===== src/rtl/ivsel_pkg.sv =====
package ivsel_pkg;
    localparam int IVS_VEC_W   = 8;
    localparam int IVS_V_DIV   = 0;
    localparam int IVS_V_STEP  = 1;
    localparam int IVS_V_NMI   = 2;
    localparam int IVS_V_BRK   = 3;
    localparam int IVS_V_OVF   = 4;

    typedef enum logic [2:0] {
        SRC_NONE,
        SRC_DIV,
        SRC_INSN,
        SRC_NMI,
        SRC_EXT,
        SRC_STEP
    } ivs_src_e;
endpackage


===== src/rtl/ivsel_nmi_edge.sv =====
module ivsel_nmi_edge #(
    parameter int SYNC_STAGES = 2
) (
    input  logic clk,
    input  logic rst_n,
    input  logic nmi_i,
    output logic rise_o
);
    logic [SYNC_STAGES-1:0] sync_d, sync_q;
    logic                   prev_d, prev_q;

    generate
        if (SYNC_STAGES == 1) begin : g_one
            always_comb sync_d = nmi_i;
        end else begin : g_chain
            always_comb sync_d = {sync_q[SYNC_STAGES-2:0], nmi_i};
        end
    endgenerate

    always_comb prev_d = sync_q[SYNC_STAGES-1];
    always_comb rise_o = sync_q[SYNC_STAGES-1] & ~prev_q;

    always_ff @(posedge clk) begin
        if (!rst_n) begin
            sync_q <= '0;
            prev_q <= 1'b0;
        end else begin
            sync_q <= sync_d;
            prev_q <= prev_d;
        end
    end
endmodule


===== src/rtl/ivsel_arbiter.sv =====
module ivsel_arbiter
    import ivsel_pkg::*;
#(
    parameter int VEC_W = IVS_VEC_W
) (
    input  logic             div_ovf_i,
    input  logic             swi_i,
    input  logic [VEC_W-1:0] swi_num_i,
    input  logic             brk_i,
    input  logic             into_i,
    input  logic             of_flag_i,
    input  logic             nmi_pend_i,
    input  logic             intr_i,
    input  logic             if_flag_i,
    input  logic [VEC_W-1:0] intr_vec_i,
    input  logic             tf_flag_i,
    output ivs_src_e         src_o,
    output logic [VEC_W-1:0] vec_o,
    output logic             nop_o
);
    always_comb begin
        src_o = SRC_NONE;
        vec_o = '0;
        nop_o = into_i & ~of_flag_i & ~div_ovf_i;
        if (div_ovf_i) begin
            src_o = SRC_DIV;
            vec_o = VEC_W'(IVS_V_DIV);
        end else if (swi_i) begin
            src_o = SRC_INSN;
            vec_o = swi_num_i;
        end else if (brk_i) begin
            src_o = SRC_INSN;
            vec_o = VEC_W'(IVS_V_BRK);
        end else if (into_i && of_flag_i) begin
            src_o = SRC_INSN;
            vec_o = VEC_W'(IVS_V_OVF);
        end else if (nmi_pend_i) begin
            src_o = SRC_NMI;
            vec_o = VEC_W'(IVS_V_NMI);
        end else if (intr_i && if_flag_i) begin
            src_o = SRC_EXT;
            vec_o = intr_vec_i;
        end else if (tf_flag_i) begin
            src_o = SRC_STEP;
            vec_o = VEC_W'(IVS_V_STEP);
        end
    end
endmodule


===== src/rtl/irq_vector_select.sv =====
module irq_vector_select
    import ivsel_pkg::*;
#(
    parameter int VEC_W       = IVS_VEC_W,
    parameter int SYNC_STAGES = 2
) (
    input  logic             clk,
    input  logic             rst_n,
    input  logic             boundary_i,
    input  logic             div_ovf_i,
    input  logic             swi_i,
    input  logic [VEC_W-1:0] swi_num_i,
    input  logic             brk_i,
    input  logic             into_i,
    input  logic             of_flag_i,
    input  logic             tf_flag_i,
    input  logic             if_flag_i,
    input  logic             nmi_i,
    input  logic             intr_i,
    input  logic [VEC_W-1:0] intr_vec_i,
    output logic             take_o,
    output logic [VEC_W-1:0] vec_o,
    output logic             ret_cur_o,
    output logic             nop_o
);
    typedef struct packed {
        logic             take;
        logic [VEC_W-1:0] vec;
        logic             ret_cur;
        logic             nop;
        logic             nmi_pend;
    } state_t;

    state_t           st_d, st_q;
    logic             nmi_rise;
    logic             nmi_pend_eff;
    ivs_src_e         sel_src;
    logic [VEC_W-1:0] sel_vec;
    logic             sel_nop;

    ivsel_nmi_edge #(.SYNC_STAGES(SYNC_STAGES)) u_nmi (
        .clk    (clk),
        .rst_n  (rst_n),
        .nmi_i  (nmi_i),
        .rise_o (nmi_rise)
    );

    always_comb nmi_pend_eff = st_q.nmi_pend | nmi_rise;

    ivsel_arbiter #(.VEC_W(VEC_W)) u_arb (
        .div_ovf_i  (div_ovf_i),
        .swi_i      (swi_i),
        .swi_num_i  (swi_num_i),
        .brk_i      (brk_i),
        .into_i     (into_i),
        .of_flag_i  (of_flag_i),
        .nmi_pend_i (nmi_pend_eff),
        .intr_i     (intr_i),
        .if_flag_i  (if_flag_i),
        .intr_vec_i (intr_vec_i),
        .tf_flag_i  (tf_flag_i),
        .src_o      (sel_src),
        .vec_o      (sel_vec),
        .nop_o      (sel_nop)
    );

    always_comb begin
        st_d          = '0;
        st_d.nmi_pend = nmi_pend_eff;
        if (boundary_i) begin
            st_d.take    = (sel_src != SRC_NONE);
            st_d.vec     = sel_vec;
            st_d.ret_cur = (sel_src == SRC_DIV);
            st_d.nop     = sel_nop;
            if (sel_src == SRC_NMI) st_d.nmi_pend = 1'b0;
        end
    end

    always_ff @(posedge clk) begin
        if (!rst_n) st_q <= '0;
        else        st_q <= st_d;
    end

    assign take_o    = st_q.take;
    assign vec_o     = st_q.vec;
    assign ret_cur_o = st_q.ret_cur;
    assign nop_o     = st_q.nop;
endmodule


===== config.mk =====
export PLATFORM = sky130hd
export DESIGN_NAME = irq_vector_select
export DESIGN_NICKNAME = d
export VERILOG_FILES = /design/src/rtl/ivsel_pkg.sv /design/src/rtl/ivsel_nmi_edge.sv /design/src/rtl/ivsel_arbiter.sv /design/src/rtl/irq_vector_select.sv
export SDC_FILE = /design/constraint.sdc
export NUM_CORES = 1
export LEC_CHECK = 0
export BUFFER_PORTS_ARGS = -buffer_cell sky130_fd_sc_hd__buf_2
export CORE_MARGIN = 1.5
export CORE_UTILIZATION = 25
export CTS_CLUSTER_SIZE = 30
export DETAILED_ROUTE_END_ITERATION = 8
export GPL_ROUTABILITY_DRIVEN = 0
export PLACE_DENSITY = 0.57
export SYNTH_ARGS = -nofsm -noshare
export SYNTH_HDL_FRONTEND = slang
export SYNTH_SLANG_ARGS = --single-unit

===== constraint.sdc =====
create_clock -name clk -period 1.29 [get_ports clk]
set_clock_uncertainty 0.05 [all_clocks]
set_input_delay 0.129 -clock clk [delete_from_list [all_inputs] [get_ports clk]]
set_output_delay 0.129 -clock clk [all_outputs]
set_load 0.05 [all_outputs]

# Word-level counts from Yosys, hierarchy flattened
# Index checks and enable logic that the tools add are counted.
# totals
rom_bits,0
output_inout_bits,11
wordCells,38
mem_bits_rw,0
latch_bits,0
n_memories,0
reg_bits,15
in_bits,28
# op_classes
shifts,0
n_addsub,0
magnitude_cmp,0
n_reduce_logical,5
n_mux,15
n_eq_ne,2
n_mul,0
div,0
bitwise_logic,9
# ops
operator,count
8-bit 2-to-1 mux,5
3-bit 2-to-1 mux,7
1-bit inverter,5
1-bit AND,3
3-bit by 1-bit equality test with 1-bit output (second input constant),1
3-bit by 2-bit equality test with 1-bit output (second input constant),1
1-bit 2-to-1 mux,3
3-bit nonzero test,1
3-bit OR reduction,1
1-bit logical AND,2
2-bit AND reduction,1
1-bit OR,1

# Logic depth before layout (Yosys ltp)
# Gate-level depths: netlist of run 1.
# logic_depth
ltp_word,11
mapped_depth,4
ltp_nobuf,4

# Modules after synthesis
# A second synthesis of run 1 with hierarchy kept.
# unflattened
cells_unflattened,78
area_unflattened_um2,767.0
# modules_own_cells
mod,n_inst,cells_each,seq_area_each_um2,area_per_inst_um2
irq_vector_select,1,38,240.2,449.2
ivsel_arbiter,1,33,0.0,225.2
ivsel_nmi_edge,1,7,60.1,92.6

# Worst setup path before layout of run 1
# No wires, ideal clock.
# synth_path
kind,flip-flop to flip-flop
start,reg u_nmi.prev_q
end,"reg st_q, in the netlist vec_o[2]"
stages_incl_launch_ff,5
arrival_ns,0.978
t_required_ns,1.149
setup_time_ns,0.091
slack_ns,0.172
period_less_slack_ns,1.118
path_buffers,0
cell_sequence,dfxtp_1 -> and2b_1 -> nor2_1 -> nand4_1 -> a311oi_1
# synth_between
elab_chain_cells,7
# synth_rtl
element,line_no,rtl
from (decl),ivsel_nmi_edge.sv:10,"logic prev_d, prev_q;"
from (signal assigned),ivsel_nmi_edge.sv:29,prev_q <= prev_d;
1-bit inverter,ivsel_nmi_edge.sv:21,always_comb rise_o = sync_q[SYNC_STAGES-1] & ~prev_q;
1-bit AND,ivsel_nmi_edge.sv:21,
1-bit OR,irq_vector_select.sv:48,always_comb nmi_pend_eff = st_q.nmi_pend | nmi_rise;
8-bit 2-to-1 mux,ivsel_arbiter.sv:37,end else if (nmi_pend_i) begin
8-bit 2-to-1 mux,ivsel_arbiter.sv:34,end else if (into_i && of_flag_i) begin
8-bit 2-to-1 mux,ivsel_arbiter.sv:31,end else if (brk_i) begin
8-bit 2-to-1 mux,ivsel_arbiter.sv:28,end else if (swi_i) begin
to (signal assigned),irq_vector_select.sv:81,else st_q <= st_d;
to (decl),irq_vector_select.sv:34,"state_t st_d, st_q;"
# Every way passes these cells.
# A chain may end at the register's enable or synchronous reset.

# Worst setup path after layout of run 1
# layout_path
start,reg u_nmi.prev_q
end,"reg st_q, in the netlist vec_o[0]"
# The elaborated chain is that of the path after synthesis.

==> results_dict.tcl, run 1 <==
set metrics [dict create \
    slowest_stage "dfxtp_1" \
    final_core_utilization 0.346 \
    ys_async_sr_fraction 0 \
    syn_inst 66 \
    core_area_um2 2430 \
    cts_sinks 15 \
    path_buf_inv 0 \
    power_uw 912 \
    grt-ovfl-total 0 \
    hold_viol 0 \
    cts_max_path_buffers 2 \
    ys_types 24 \
    routed_wl_mm 1.42 \
    crit_family "simple AND/OR/NAND/NOR gates" \
    ys.flop_type "dfxtp_1" \
    cts-root-buf "clkbuf_4" \
    fmax_mhz 837 \
    vias 576 \
    io_buffers 38 \
    p_per_area_nw_per_um2 1080 \
    dp_hpwl_mm 1.13 \
    whs_ps 4.08 \
    ys_seq_area_frac 0.475 \
    clk_pin_slew_ps 100 \
    track_usage 0.106 \
    final_common_cell "buf_2" \
    path_max_fanout 4 \
    synth_enable_flop_cells 0 \
    finalSetupViolations 0 \
    numCtsBuffers 3 \
    relSlewSlack 0.772 \
    worstPathRequired_ps 1440 \
    path_cells "and2b_2 -> nor2_2 -> nand3_1 -> a221oi_1" \
    htreeDepth 1 \
    dieArea_um2 2840 \
    top_level_ports 39 \
    min_period_ps 1190 \
    rsz0062_at_grt "false" \
    vdd_drop_max_mv 0.665 \
    drt_pass1_iterations 3 \
    drc 0 \
    fillers 261 \
    avgSynthCellArea_um2 9.57 \
    syn_nets 94 \
    maxCapViolCount 0 \
    drive_above_1_share 0.475 \
    slowest_delay_ps 310 \
    cts_tree "done" \
    status "finished, final reports clean" \
    die_x_um 53.3 \
    clock_latency_ps 280 \
    ys_warn_count 0 \
    crit_type "register to register" \
    end_kind "register" \
    initial_core_util 0.260 \
    p_leak_uw 0.000408 \
    grt_antenna_before_repair 0 \
    antenna_cells 0 \
    first_iter_violations 7 \
    grt_pass1_vias 531 \
    startpoint_type "register" \
    arrival_ps 1350 \
    maxSlewViolCount 0 \
    period_share 0.926 \
    fin_nets 130 \
    wl_per_cell_um 10.8 \
    grt_max_degree 11 \
    min_path_type "input port to register" \
    synth-seq-cells 15 \
    rows 18 \
    die_h_um 53.3 \
    grt_pass1_wl_mm 2.10 \
    netlist_area_um2 632 \
    viasPerCell 4.40 \
    final_cell_mix "38 x buf_2, 15 x dfxtp_1, 7 x nor2_1, 5 x nand2_1, 5 x a22oi_1" \
    drtAntennaViolNets 0 \
    syn_to_final_growth_pct 33.3 \
    worst_slew_pin_slew_ps 340 \
]
-- state kept, by name (all words and copies together) (netlist names) --
| register | count |
|---|---|
| vec_o | 8 |
| u_nmi.sync_q | 2 |
| nop_o | 1 |
| ret_cur_o | 1 |
| st_q | 1 |
| take_o | 1 |
| u_nmi.prev_q | 1 |
-- area by class of cell --
type / count / area (um^2) / area share
clock inverter: 1 / 5.00 / 0.00594
sequential: 15 / 300 / 0.357
multi-input combinational: 39 / 251 / 0.299
timing repair buffer: 41 / 218 / 0.259
tap: 30 / 37.5 / 0.0446
clock buffer: 3 / 22.5 / 0.0267
inverter: 2 / 7.51 / 0.00892
-- power breakdown --
group	internal, uW	switching, uW	leakage, uW
clock network	115	157	0.0000177
logic	67.6	88.8	0.000268
registers	477	5.39	0.000122
-- stage by stage --
stage	setup WS, ps	area (um^2)	TNS (ps)	instances
2_1_floorplan	172	632	0	66
3_3_place_gp	15.0	791	0	125
3_5_place_dp	-34.4	791	-50.9	125
4_1_cts	55.1	838	0	131
5_1_grt	7.41	842	0	131
6_report	95.8	842	0	131
-- Yosys cell counts, types with 2 or more instances --
cell type   n  share of area
dfxtp_1    15           0.48
buf_4       8          0.095
nor2_1      8          0.048
a22oi_1     5          0.059
nand2_1     5          0.030
a21oi_1     3          0.024
and2_1      3          0.030
a221oi_1    2          0.028
inv_1       2          0.012
-- logic make-up (layout without fill, tap and decap cells) --
logic type	Yosys count	in the layout	share of synthesized area
AO/OA/AOI/OAI	15	15	0.172
buffers and inverters	12	47	0.133
flip-flops	15	15	0.475
multiplexers	1	1	0.0178
AND/OR/NAND/NOR	23	23	0.202
-- worst reg2reg max path: stages, from the launching register on --
cell and delay [ps]:
dfxtp_1 310, and2b_2 250, nor2_2 140, nand3_1 100, a221oi_1 270
-- timing repair --
action                                 in CTS  in global routing
setup endpoints to repair                   0                  7
setup buffers                               0                  0
gates resized for setup                     0                  2
hold buffers                                2                  0
endpoints found under the hold margin       2                  0
-- routing by layer --
layer | routed length [um] | global-route usage | up-vias
met2 | 653 | 0.171 | 26
met3 | 171 | 0.0678 | 0
met1 | 597 | 0.120 | 256
met4 | 0 | 0.0128 | 0
li1 | - | - | 294
met5 | 0 | 0 | -
-- worst paths after layout --
path / start / end / slack, ps / depth (start not counted)
setup / recovery: u_nmi.prev_q / vec_o[0] / 100 / 4
hold / removal: nmi_i / u_nmi.sync_q[0] / 4 / 2
setup reg to reg: u_nmi.prev_q / vec_o[0] / 100 / 4
hold reg to reg: u_nmi.sync_q[0] / u_nmi.sync_q[1] / 390 / 1
No activity file was read; power rests on OpenSTA's default activity.
==> inputs of run 2 (changes only) <==
BUFFER_PORTS_ARGS = unset   (was -buffer_cell sky130_fd_sc_hd__buf_2)
DONT_BUFFER_PORTS = 1   (was unset)
PLACE_DENSITY = 0.44   (was 0.57)
==> run 2 against run 1 <==
Effect of this change:
- design area up 9.1%
- critical endpoint is now ret_cur_o
- hold slack improved by 4.9 ps
- clock-buffer cell count stayed put
- core utilization up 3.1 points
- largest cell class unchanged
- global-route usage rose by 1.8 points
- power up 1.3%
- clock power up 2%
- register-to-register slack about the same
- via count decreased by 4.2%
- sequential power rose by 7.0%
- sequential cell count stayed put
==> results_dict.tcl, run 2 (synthesized netlist as in run 1, its figures left out) <==
set metrics [dict create \
    status "finished, final reports clean" \
    p_per_area_nw_per_um2 1010 \
    relSlewSlack 0.677 \
    cpMostUsedCell "dlygate4sd3_1" \
    setup_slack_ps 48.6 \
    top_level_ports 39 \
    cts-root-buf "clkbuf_4" \
    fillers 254 \
    period_share 0.962 \
    drtAntennaViolNets 0 \
    drive_above_1_share 0.124 \
    rsz0062_at_grt "false" \
    crit_type "input port to register" \
    whs_endpoint "take_o" \
    slowest_delay_ps 550 \
    fin_nets 118 \
    first_iter_violations 7 \
    hold_viol 0 \
    vdd_drop_max_mv 0.615 \
    maxCapViolCount 0 \
    grt_max_degree 10 \
    vias 552 \
    final_common_cell "dlygate4sd3_1" \
    pre_cts_slack_ps 36.5 \
    slowest_stage "dlygate4sd3_1" \
    timing.rr.end "vec_o[2]" \
    startpoint_type "input port" \
    grt_pass1_vias 555 \
    tns_ps 0 \
    p_leak_uw 0.000362 \
    rows 18 \
    path_max_fanout 2 \
    end_kind "register" \
    drt_pass1_iterations 5 \
    final_cell_mix "28 x dlygate4sd3_1, 15 x dfxtp_1, 7 x nor2_1, 5 x nand2_1, 5 x a22oi_1" \
    min_from "tf_flag_i" \
    maxSlewViolCount 0 \
    grt_pass1_wl_mm 2.43 \
    fmax_mhz 806 \
    largest_reg_flops 8 \
    viasPerCell 4.64 \
    numCtsBuffers 3 \
    r2r_start "u_nmi.prev_q" \
    dieArea_um2 2840 \
    path_cells "dlygate4sd3_1 -> and3_1 -> dlygate4sd3_1" \
    syn_to_final_growth_pct 45.3 \
    cts_tree "done" \
    htreeDepth 1 \
    track_usage 0.124 \
    drc 0 \
    dp_hpwl_mm 1.00 \
    r2r_setup_slack_ps 100 \
    routed_wl_mm 1.63 \
    multi_input_area_um2 258 \
    clock_latency_ps 290 \
    clk_pin_slew_ps 90 \
    die_x_um 53.3 \
    cts_sinks 15 \
    die_h_um 53.3 \
    arrival_ps 1370 \
    grt-ovfl-total 0 \
    min_path_type "input port to register" \
    worst_slew_pin_slew_ps 484 \
    reg2reg_depth 4 \
    worstPathRequired_ps 1420 \
    area.sequential_um2 300 \
    wl_per_cell_um 13.7 \
    core_area_um2 2430 \
    cts_max_path_buffers 2 \
    hold_depth 2 \
    min_period_ps 1240 \
    initial_core_util 0.260 \
    io_buffers 0 \
    finalSetupViolations 0 \
    antenna_cells 0 \
    grt_antenna_before_repair 0 \
]
==> run 2: what timing repair did <==
action / CTS / global route
buffers inserted: 0 / 1
hold buffers: 28 / 0
endpoints found under the hold margin: 15 / 0
setup endpoints to repair: 0 / 8
gates resized for setup: 0 / 3
==> run 2: metrics by stage <==
stage          instance area [um^2]  instances  utilization  hold slack, ps  total power, uW
4_1_cts                         901        118        0.370            1.45              929
6_report                        918        119        0.378            8.97              924
2_1_floorplan                   632         66            -             155              586
3_3_place_gp                    593         86        0.244             160              582
3_5_place_dp                    593         86        0.244             162              582
5_1_grt                         918        119        0.378            3.06              969
==> run 2: layout make-up <==
cell class	instances	share of cell area
Clock inverter	1	0.00545
Clock buffer	3	0.0245
Multi-Input combinational cell	39	0.281
Sequential cell	15	0.327
Tap cell	30	0.0409
Inverter	2	0.00817
Timing Repair Buffer	29	0.313
==> run 2: critical path, delay by kind of cell <==
kind                   cells  cell delay, ps
buffers and inverters      2            1090
AND/OR/NAND/NOR            1             140
==> run 2: power breakdown <==
part / internal [uW] / leakage, uW / switching, uW
registers: 477 / 0.000122 / 39.3
clock network: 115 / 0.0000177 / 164
logic: 81.1 / 0.000222 / 46.9
==> run 2: how the worst max path moves through the flow <==
stage | startpoint | to | slack [ps] | cells after the start
final | div_ovf_i | ret_cur_o | 50 | 3
after global routing | u_nmi.prev_q | vec_o[0] | 10 | 4
after CTS | u_nmi.prev_q | vec_o[4] | 30 | 4
after detailed placement | of_flag_i | vec_o[4] | 40 | 4
after global placement | of_flag_i | vec_o[4] | 60 | 4
after floorplan | u_nmi.prev_q | vec_o[2] | 170 | 4
==> run 2: metal layers <==
layer | share of wire | global-route usage | vias to the layer above
met4 | 0.0098 | 0.0556 | 0
met2 | 0.54 | 0.226 | 22
met3 | 0.055 | 0.0565 | 2
met5 | 0 | 0 | -
met1 | 0.40 | 0.116 | 255
li1 | - | - | 273
==> inputs of run 3 (changes only) <==
ABC_AREA = 1   (was unset)
CTS_BUF_LIST = sky130_fd_sc_hd__clkbuf_16   (was unset)
==> run 3 against run 2 <==
Effect of this change:
- highest routed layer unchanged
- critical endpoint is now nop_o
- area after synthesis up 10%
- design area down 0.68%
- core utilization down 2.2 points
==> results_dict.tcl, run 3 <==
set metrics [dict create \
    die_x_um 55.8 \
    period_share 0.898 \
    track_usage 0.105 \
    dp_hpwl_mm 1.13 \
    min_period_ps 1160 \
    crit_type "input port to register" \
    viasPerCell 4.23 \
    final_cell_mix "28 x nand2_1, 17 x dlygate4sd3_1, 15 x dfxtp_1, 11 x inv_1, 8 x a21oi_1" \
    placed_cell_area_um2 663 \
    numCtsBuffers 3 \
    relSlewSlack 0.674 \
    whs_endpoint "ret_cur_o" \
    hold_viol 0 \
    min_path_type "input port to register" \
    reg2reg_depth 6 \
    grt_use_met3 0.0535 \
    drc 0 \
    ys_types 18 \
    yosysMostFrequentCell "nand2_1" \
    dieArea_um2 3110 \
    grt_pass1_wl_mm 2.49 \
    gr-usage-met1 0.114 \
    maxSlewViolCount 0 \
    min_from "div_ovf_i" \
    power_uw 1230 \
    grt-ovfl-total 0 \
    die_h_um 55.8 \
    fmax_mhz 863 \
    clk_pin_slew_ps 50 \
    drive_above_1_share 0.105 \
    syn_nets 121 \
    synth_enable_flop_cells 0 \
    maxCapViolCount 0 \
    tns_ps 0 \
    grt_max_degree 9 \
    p_leak_uw 0.000424 \
    syn_to_final_growth_pct 30.9 \
    timing.rr.end "vec_o[6]" \
    top_usage_layer "met2" \
    vias 571 \
    top_level_ports 39 \
    netlist_area_um2 697 \
    core_area_um2 2570 \
    synth-seq-cells 15 \
    pre_cts_slack_ps 292 \
    final_area_um2 912 \
    finalSetupViolations 0 \
    fin_cells 135 \
    status "finished, final reports clean" \
    end_kind "register" \
    syn_inst 93 \
    grt_antenna_before_repair 0 \
    grt_pass1_vias 576 \
    drt_pass1_iterations 3 \
    io_buffers 0 \
    drtAntennaViolNets 0 \
    clock_latency_ps 240 \
    rsz0062_at_grt "false" \
    dp.cells 114 \
    ys_async_sr_fraction 0 \
    synth.top_cell.area_share 0.431 \
    fin_nets 134 \
    ys_warn_count 0 \
    synth_area_leaders "dfxtp_1 43%, nand2_1 15%, buf_4 8.6%" \
    final_common_cell "nand2_1" \
    hold_depth 2 \
    arrival_ps 1300 \
    worstPathRequired_ps 1430 \
    startpoint_type "input port" \
    cts_resized 0 \
    initial_core_util 0.271 \
    cts-root-buf "clkbuf_16" \
    grtUsageMet2 0.173 \
    p_per_area_nw_per_um2 1340 \
    vdd_drop_max_mv 0.800 \
    cts_max_path_buffers 2 \
    r2r_setup_slack_ps 310 \
    cts_sinks 15 \
    avgSynthCellArea_um2 7.49 \
    first_iter_violations 16 \
    ys.flop_type "dfxtp_1" \
    setup_slack_ps 131 \
    synth_top_area_cell "dfxtp_1" \
    ys_seq_area_frac 0.431 \
    largest_reg_flops 8 \
    r2r_start "u_nmi.prev_q" \
    worst_slew_pin_slew_ps 489 \
    cts_tree "done" \
    wl_per_cell_um 11.2 \
    htreeDepth 1 \
    path_max_fanout 2 \
    rows 18 \
    routed_wl_mm 1.51 \
    netlist_top_cells_count "28 x nand2_1, 15 x dfxtp_1, 10 x inv_1" \
    antenna_cells 0 \
]
-- run 3: cell types whose count changed in the layout (fill, tap and decap cells not counted), moves of 3 or more --
cell and delta:
nor2_1 -4, nand2_1 +23, and2_1 -3, a22oi_1 -5, a21oi_1 +5, dlygate4sd3_1 -11
clkbuf_16 +3, inv_1 +9, nand3_1 +6, clkbuf_4 -3
-- run 3: report_power, final --
part / total, uW / switching (uW) / internal [uW]
Sequential: 521 / 41.1 / 480
Clock: 586 / 177 / 410
Combinational: 118 / 58.4 / 59.7
Total: 1230 / 276 / 950
-- run 3: critical path, cell delays in order --
cell	delay (ps)
dlygate4sd3_1	530
nor2_1	100
dlygate4sd3_1	540
-- run 3: final cells by class --
type                            count  area [um^2]
Fill cell                         278         1660
Multi-Input combinational cell     56          277
Sequential cell                    15          300
Clock buffer                        3         75.1
Timing Repair Buffer               17          170
Clock inverter                      1         3.75
Inverter                           13         48.8
Tap cell                           30         37.5
-- run 3: kinds of logic after synthesis --
kind of cell,share of synthesized area
simple gates,0.305
buf+inv,0.172
flops,0.431
compound gates,0.0916
-- run 3: through the flow --
stage | utilization | hold slack (ps)
2_1_floorplan | - | 151
5_1_grt | 0.355 | 7.67
6_report | 0.355 | 5.74
4_1_cts | 0.355 | 7.52
3_5_place_dp | 0.258 | 155
3_3_place_gp | 0.258 | 155
-- run 3: worst max-delay path by stage --
stage / startpoint / to / slack (ps)
floorplan: u_nmi.prev_q / take_o / 390
global placement: u_nmi.prev_q / vec_o[3] / 340
detailed placement: u_nmi.prev_q / take_o / 290
CTS: of_flag_i / nop_o / 140
global route: of_flag_i / nop_o / 70
finish: of_flag_i / nop_o / 130
-- run 3: timing repair --
item | in CTS | in global routing
hold endpoints to repair | 11 | 0
hold buffers | 17 | 0
buffers inserted | 0 | 0
-- run 3: layer usage --
metal | vias to the layer above | wire length [um] | part of all wire
met5 | - | 0 | 0
met4 | 0 | 14 | 0.0093
met3 | 2 | 142 | 0.094
met2 | 27 | 701 | 0.46
met1 | 236 | 654 | 0.43
li1 | 306 | - | -
